==> config.mk <==
export PLATFORM = sky130hd
export DESIGN_NAME = can_tx_sched
export DESIGN_NICKNAME = d
export VERILOG_FILES = /design/src/rtl/can_tx_sched.sv
export SDC_FILE = /design/constraint.sdc
export NUM_CORES = 1
export LEC_CHECK = 0
export BUFFER_PORTS_ARGS = -buffer_cell sky130_fd_sc_hd__clkbuf_2
export CORE_UTILIZATION = 50
export CTS_CLUSTER_SIZE = 25
export DETAILED_ROUTE_END_ITERATION = 7
export GPL_TIMING_DRIVEN = 1
export PLACE_DENSITY = 0.9
export SYNTH_ARGS = -nofsm -noshare
export SYNTH_HDL_FRONTEND = slang
export SYNTH_SLANG_ARGS = --single-unit
==> constraint.sdc <==
create_clock -name clk -period 5.67 [get_ports clk]
set_input_delay 0.2835 -clock clk [delete_from_list [all_inputs] [get_ports clk]]
set_output_delay 0.2835 -clock clk [all_outputs]
set_load 0.01 [all_outputs]
==> src/rtl/can_tx_sched.sv <==
module can_tx_sched (
  input  logic       clk,
  input  logic       rst_n,
  input  logic [2:0] req_set,
  input  logic [2:0] req_clr,
  input  logic [5:0] prio,
  input  logic [2:0] irq_en,
  input  logic [2:0] txif_clr,
  input  logic       abort_all,
  input  logic       bus_idle,
  input  logic       eng_done,
  input  logic [1:0] eng_result,
  output logic       eng_start,
  output logic [1:0] eng_idx,
  output logic [2:0] req_q,
  output logic [2:0] abt_q,
  output logic [2:0] larb_q,
  output logic [2:0] err_q,
  output logic [2:0] txif,
  output logic       abort_all_q
);

  logic       busy;
  logic [1:0] cur;
  logic [2:0] kill;
  logic [1:0] best;
  logic       found;

  always_comb begin
    eng_idx = 2'd0;
    best    = 2'd0;
    found   = 1'b0;
    for (int i = 0; i < 3; i++) begin
      if (req_q[i] && (!found || prio[2*i +: 2] >= best)) begin
        eng_idx = 2'(i);
        best    = prio[2*i +: 2];
        found   = 1'b1;
      end
    end
  end

  assign eng_start = !busy && bus_idle && found && !abort_all_q;

  wire finish = busy && eng_done;

  always_ff @(posedge clk) begin
    if (!rst_n) begin
      busy        <= 1'b0;
      cur         <= 2'd0;
      abort_all_q <= 1'b0;
    end else begin
      if (eng_start) begin
        busy <= 1'b1;
        cur  <= eng_idx;
      end else if (finish) begin
        busy <= 1'b0;
      end
      if (abort_all)
        abort_all_q <= 1'b1;
      else if (abort_all_q && !busy)
        abort_all_q <= 1'b0;
    end
  end

  always_ff @(posedge clk) begin
    if (!rst_n) begin
      req_q  <= '0;
      abt_q  <= '0;
      larb_q <= '0;
      err_q  <= '0;
      txif   <= '0;
      kill   <= '0;
    end else begin
      for (int i = 0; i < 3; i++) begin
        if (req_q[i] && !(busy && cur == 2'(i))) begin
          if (abort_all_q || req_clr[i]) begin
            req_q[i] <= 1'b0;
            abt_q[i] <= 1'b1;
          end
        end
        if (req_clr[i] && busy && cur == 2'(i))
          kill[i] <= 1'b1;
        if (finish && cur == 2'(i)) begin
          kill[i] <= 1'b0;
          if (eng_result == 2'b00) begin
            req_q[i] <= 1'b0;
            if (irq_en[i]) txif[i] <= 1'b1;
          end else begin
            if (eng_result == 2'b01) larb_q[i] <= 1'b1;
            else                     err_q[i]  <= 1'b1;
            if (kill[i] || req_clr[i] || abort_all_q) begin
              req_q[i] <= 1'b0;
              abt_q[i] <= 1'b1;
            end
          end
        end
        if (txif_clr[i]) txif[i] <= 1'b0;
        if (req_set[i]) begin
          req_q[i]  <= 1'b1;
          abt_q[i]  <= 1'b0;
          larb_q[i] <= 1'b0;
          err_q[i]  <= 1'b0;
          kill[i]   <= 1'b0;
        end
      end
    end
  end

endmodule


==> results of run 1 <==
## cell type report
cell class                      instances  area (µm²)  area share [%]
Multi-Input combinational cell         92         598            44.0
Inverter                                5        18.8            1.38
Tap cell                               27        33.8            2.49
Sequential cell                        22         440            32.4
Timing Repair Buffer                   43         215            15.8
Clock buffer                            3        22.5            1.66
Clock inverter                          1        30.0            2.21
## power by group
part | internal, mW | leakage (nW) | switching [mW]
clock | 0.0715 | 0.0279 | 0.0456
combinational | 0.0227 | 0.408 | 0.0261
sequential | 0.159 | 0.179 | 0.00592
total | 0.253 | 0.614 | 0.0777
## stage by stage
step	hold WS (ns)	util, %
3_5_place_dp	0.457	64.6
4_1_cts	0.119	67.2
6_report	0.126	67.2
2_1_floorplan	0.353	-
5_1_grt	0.101	67.2
3_3_place_gp	0.454	64.6
## cell families after synthesis
group / count (synthesis)
AND/OR/NAND/NOR: 52
AO/OA/AOI/OAI: 34
adder cells (fa/ha/maj): 4
multiplexers: 2
flip-flops: 22
buffers and inverters: 10
## final timing paths
path,startpoint,endpoint,depth (start not counted)
worst max-delay path,req_q[0]$_SDFF_PN0_,eng_idx[0],11
worst min-delay path,txif_clr[0],txif[0]$_SDFFE_PP0P_,2
worst max register to register,req_q[0]$_SDFF_PN0_,cur[0]$_SDFFE_PN0P_,10
worst min register to register,err_q[0]$_SDFFE_PP0P_,err_q[0]$_SDFFE_PP0P_,2
## synthesized netlist by cell type
cell type and number:
nand2_1 5, a21boi_1 1, mux2_1 2, nor3_1 6, a31o_2 1, ha_1 4
o32ai_1 1, a221oi_1 1, inv_1 5, and3b_1 2, a211oi_1 1, dfxtp_1 22
nor2_1 22, o21ai_0 6, o21a_1 4, buf_2 1, buf_6 3, a31oi_1 3
a221oi_2 2, and2_4 2, nand2b_1 4, o31a_2 1, a211o_1 1, nor3b_2 5
nor2b_1 3, nor2_4 1, clkbuf_1 1, and2_1 2, a21oi_1 12
## state kept, by name (all words and copies together) (netlist names)
register     count
larb_q           3
cur              2
err_q            3
abort_all_q      1
req_q            3
kill             3
txif             3
busy             1
abt_q            3
## metal layers
layer / up-vias / share of wire [%] / track usage [%]
met1: 468 / 44 / 27.0
met3: 6 / 6.4 / 2.80
met5: - / 0 / 0
met4: 0 / 1.2 / 9.31
li1: 521 / - / -
met2: 52 / 49 / 41.9
## worst max-delay path, delay by kind of cell, from the launching register on
kind	cells	cell delay, ns
adders and majority gates	2	0.52
AOI/OAI and AO/OA	3	0.64
muxes	1	0.36
and+or+nand+nor	4	0.58
buffers and inverters	1	0.13
DFF	1	0.46
==> impl_metrics.ini, run 1 <==
[cells_and_area]
final_area_um2 = 1360
fill_cells = 160
final_layout_size_suffix_gt1_share_pct = 35.5
layout_common_cells = 43 x clkbuf_2, 22 x nor2_1, 22 x dfxtp_1
diodes = 0
syn_to_final_growth_pct = 23.5
final_cells = 193
nets = 196
layout_commonest_cell = clkbuf_2

[synth]
synthAdderAreaFrac_pct = 4.55
syn_inst = 124
synth-xor-area-share_pct = 0
ys_top_cells_by_area = dfxtp_1 40%, nor2_1 7.5%, nor3b_2 5.7%
synth_top_area_cell = dfxtp_1
synth-simple-area-share_pct = 27.0
synth_top_family_by_area = simple AND/OR/NAND/NOR gates
avgSynthCellArea_um2 = 8.87
yosysSeqAreaShare_pct = 40.0
ys_ff_latch = 22
synth_compound_area_share_pct = 20.8
syn_area_um2 = 1100
yosysWarnings = 0
synth_nets = 153
synth_mux_area_share_pct = 2.05
synth_cell_types = 29
synth_top_area_share_pct = 40.0

[floorplanning]
die_area_um2 = 2390
core-area_um2 = 2020
start_util_pct = 54.4
dieWidth_um = 48.9
fp-row-count = 16
dieHeight_um = 48.9
num_io_pins = 44

[setup_path]
startpoint_type = flop
worstPathMaxFanout = 7
cp.arrival_ns = 2.99
required_ns = 5.39
worstPathCellList = and2_1 > ha_1 > nand2b_1 > a211o_1 > nand2_1 > mux2_1 > ha_1 > o21ai_0 > a21boi_1 > nor2_1 > clkbuf_2
critical_path_class = flop to output port
cp-end-kind = output port
crit_slowest_cell = dfxtp_1
cpPeakStageDelay_ns = 0.46
cpMostUsedCell = ha_1
reg2reg_setup_slack_ns = 2.85

[min_path]
hold_class = primary input to flop

[global_routing]
grt_pass1_wl_mm = 4.27
antenna_found_initial = 0
grt_max_degree = 16
grt-ovfl-total = 0
grt_pass1_vias = 1017
grtUsageTotal_pct = 23.0

[clock_network]
clkSinkCount = 22
h-tree-depth = 1
ctsLongestPathBuffers = 2
postCtsSetupRepairBufs = 0
clockRootBuffer = clkbuf_4
cts_buffers = 3
clk_latency_ns = 0.30
ctsHoldBuffers = 0
ctsResizeCount = 0
cts_tree = built
clkTransAtPathRegs_ns = 0.12

[routing]
wl_mm = 2.56
wl_per_cell_um = 13.2
antenna_left = 0
first_pass_iters = 4
first_iter_violations = 20
vias = 1047
drc_errors = 0
vias_per_cell = 5.42

[timing]
period_share_pct = 57.7
period_minus_slack_ns = 3.27
finalClockSkew_ns = 0.00421
worst_slack_ns = 2.40
hold_violations = 0
slew_viol_final = 0
setup_viol = 0
tightest_slew_ns = 0.388
rsz0062_at_grt = no
fin_setup_tns_ns = 0
fmax_ghz = 0.306
relSlewSlack_pct = 74.1

[run]
cap_violations = 0

[placement]
place_ws_ns = 2.75
dp_hpwl_mm = 1.95
postPlaceCellArea_um2 = 1310
portBuffers = 43
dpl.cell_count = 189
globalplace.congestion = 0.737

[power_and_ir_drop]
p_per_area_nw_per_um2 = 243
finalPower_uw = 331
p_leak_nw = 0.614
peakVddDrop_v = 0.000193

[outcome]
status = finished clean
Note: power is estimated with default switching activity, not from simulation.
==> run 2, diff against run 1 <==
Settings changed: ABC_AREA from default to 1, CORE_UTILIZATION 50 to 43, PLACE_DENSITY 0.9 to 0.82.
Clock period 5.67 ns to 2.8 ns, I/O delays scaled along.
==> run 2 against run 1 <==
Via count is 10% higher; non-clock buffer count unchanged; final cell count up 26%; register-to-register slack worse by 2.1 ns; clock skew is 0.0013 ns higher; global-route usage down 4.2 points; count of clock-buffer cells in the layout increased by 1; worst setup slack got worse by 2.1 ns; critical path type unchanged; sequential share of layout area shrank 2.6 points.
==> impl_metrics.ini, run 2 <==
[synth]
ys_ff_latch = 22
synth_nets = 197
synth_top_family_by_area = simple AND/OR/NAND/NOR gates
synth_compound_area_share_pct = 13.7
synth-simple-area-share_pct = 33.1
ys_top_cells_by_area = dfxtp_1 37%, nand2_1 11%, inv_1 8.8%
synth_top_cells_by_count = 34 x nand2_1, 28 x inv_1, 22 x dfxtp_1, 18 x a21oi_1, 15 x nor2_1
synth_edf_count = 0
syn_area_um2 = 1200
yosysSeqAreaShare_pct = 36.8
yosysWarnings = 0
synth_cell_types = 24
syn_inst = 168
avgSynthCellArea_um2 = 7.12
synth_top_area_share_pct = 36.8
async_flop_share_pct = 0
yosys.cell_count.top_type = nand2_1
synth_ff_type = dfxtp_1
synth_mux_area_share_pct = 0
synthAdderAreaFrac_pct = 4.18
synth-xor-area-share_pct = 0
synth_top_area_cell = dfxtp_1

[routing]
vias_per_cell = 4.72
first_iter_violations = 11
antenna_left = 0
first_pass_iters = 4
wl_per_cell_um = 10.3
wl_mm = 2.52
drc_errors = 0
vias = 1152

[timing]
slew_viol_final = 0
period_minus_slack_ns = 2.51
tightest_slew_ns = 0.442
relSlewSlack_pct = 70.5
fmax_ghz = 0.399
hold_violations = 0
fin_setup_tns_ns = 0
finalClockSkew_ns = 0.00549
setup_viol = 0
rsz0062_at_grt = no
period_share_pct = 89.6

[power_and_ir_drop]
peakVddDrop_v = 0.000466
p_per_area_nw_per_um2 = 425
p_leak_nw = 0.719

[floorplanning]
fp-row-count = 18
num_io_pins = 44
dieHeight_um = 54.7
start_util_pct = 47.0
dieWidth_um = 54.7
die_area_um2 = 3000
core-area_um2 = 2540

[clock_network]
clk_latency_ns = 0.31
clkSinkCount = 22
cts_buffers = 3
ctsResizeCount = 0
ctsLongestPathBuffers = 2
h-tree-depth = 1
clockRootBuffer = clkbuf_4
cts_tree = built
postCtsSetupRepairBufs = 0
ctsHoldBuffers = 0
clkTransAtPathRegs_ns = 0.12

[cells_and_area]
nets = 244
layout_common_cells = 43 x clkbuf_2, 34 x nand2_1, 28 x inv_1
syn_to_final_growth_pct = 23.5
final_cells = 244
fill_cells = 243
final_util_pct = 58.1
layout_commonest_cell = clkbuf_2
diodes = 0
final_layout_size_suffix_gt1_share_pct = 34.6

[setup_path]
cpPeakStageDelay_ns = 0.45
rr_startpoint = req_q[0]$_SDFF_PN0_
cp-end-kind = output port
cpMostUsedCell = nand2_1
crit_family = adder cells
crit_slowest_cell = dfxtp_1
reg2reg_setup_slack_ns = 0.74
worstPathCellList = nand2_1 > ha_1 > nand2_1 > a21oi_2 > inv_1 > nand2_1 > o21ai_1 > ha_1 > nand2_1 > nand2_1 > nand2_1 > nand2_1 > inv_1 > clkbuf_2
required_ns = 2.66
startpoint_type = flop
crit_start = req_q[0]$_SDFF_PN0_
critical_path_class = flop to output port
worstPathMaxFanout = 6
cp_num_buf_inv = 3
cp.arrival_ns = 2.37

[placement]
portBuffers = 43
dp_hpwl_mm = 2.08
dpl.cell_count = 240
globalplace.congestion = 0.891

[outcome]
status = finished clean

[global_routing]
grt_max_degree = 13
grt_pass1_wl_mm = 3.93
antenna_found_initial = 0
grtUsageTotal_pct = 18.8
grt-ovfl-total = 0
grt_pass1_vias = 952

[run]
cap_violations = 0

[min_path]
hp-start = abort_all
hold_class = primary input to flop
run 2: cell types whose count changed in the layout (fill, tap and decap cells not counted), moves of 4 or more:
cell and change:
nor2_1 -7, a21oi_1 +5, nand3_1 +8, o21ai_0 -5
inv_2 +7, inv_1 +23, a21oi_2 +4, nor3b_2 -5
nand2_1 +29, nand2b_1 -4, o21a_1 -4, nor3_1 -6
run 2: final cells by class:
class                      count  area (µm²)  share of cell area [%]
tap                           30        37.5                    2.54
sequential                    22         440                    29.8
inverter                      36         135                    9.14
multi-input combinational    109         613                    41.5
timing repair buffer          43         215                    14.6
clock buffer                   4        36.3                    2.46
run 2: worst reg2reg max path: cells and delay by family, from the launching register on:
family	cells	cell delay (ns)
buffers and inverters	1	0.08
DFF	1	0.45
adders and majority gates	2	0.55
and+or+nand+nor	7	0.54
AOI/OAI and AO/OA	3	0.37
run 2: kinds of logic after synthesis:
| group | Yosys count |
|---|---|
| adders and majority gates | 4 |
| DFF | 22 |
| AOI/OAI and AO/OA | 29 |
| and+or+nand+nor | 76 |
| buffers and inverters | 37 |
run 2: metal layers:
layer  GRT usage (%)  routed length [µm]  vias to the layer above  share of wire [%]
li1                -                   -                      625                  -
met1            24.0                1200                      495                 48
met2            30.9                1180                       28                 47
met3            4.17                 120                        4                4.8
met4            6.41                  19                        0               0.75
met5               0                   0                        -                  0
run 2: worst paths after layout:
path,to,depth (start not counted)
hold reg to reg,larb_q[0]$_SDFFE_PP0P_,2
setup reg to reg,cur[0]$_SDFFE_PN0P_,13
setup / recovery,eng_idx[0],14
hold / removal,abort_all_q$_SDFFE_PN0P_,3
run 2: report_power, final:
group	internal (mW)	switching (mW)	total (mW)
Combinational	0.0474	0.0684	0.116
Sequential	0.322	0.0136	0.336
Clock	0.0795	0.0972	0.177
Total	0.449	0.179	0.628
run 2: stage by stage:
stage                     power, mW  hold slack [ns]  setup WS, ns  cell area, µm²
after floorplan               0.415            0.257         0.783            1200
after global placement        0.457            0.354         0.656            1440
after detailed placement      0.458            0.363         0.557            1440
after CTS                     0.634           0.0285         0.189            1470
after global routing          0.663           0.0326        0.0431            1480
final                         0.628           0.0387         0.291            1480
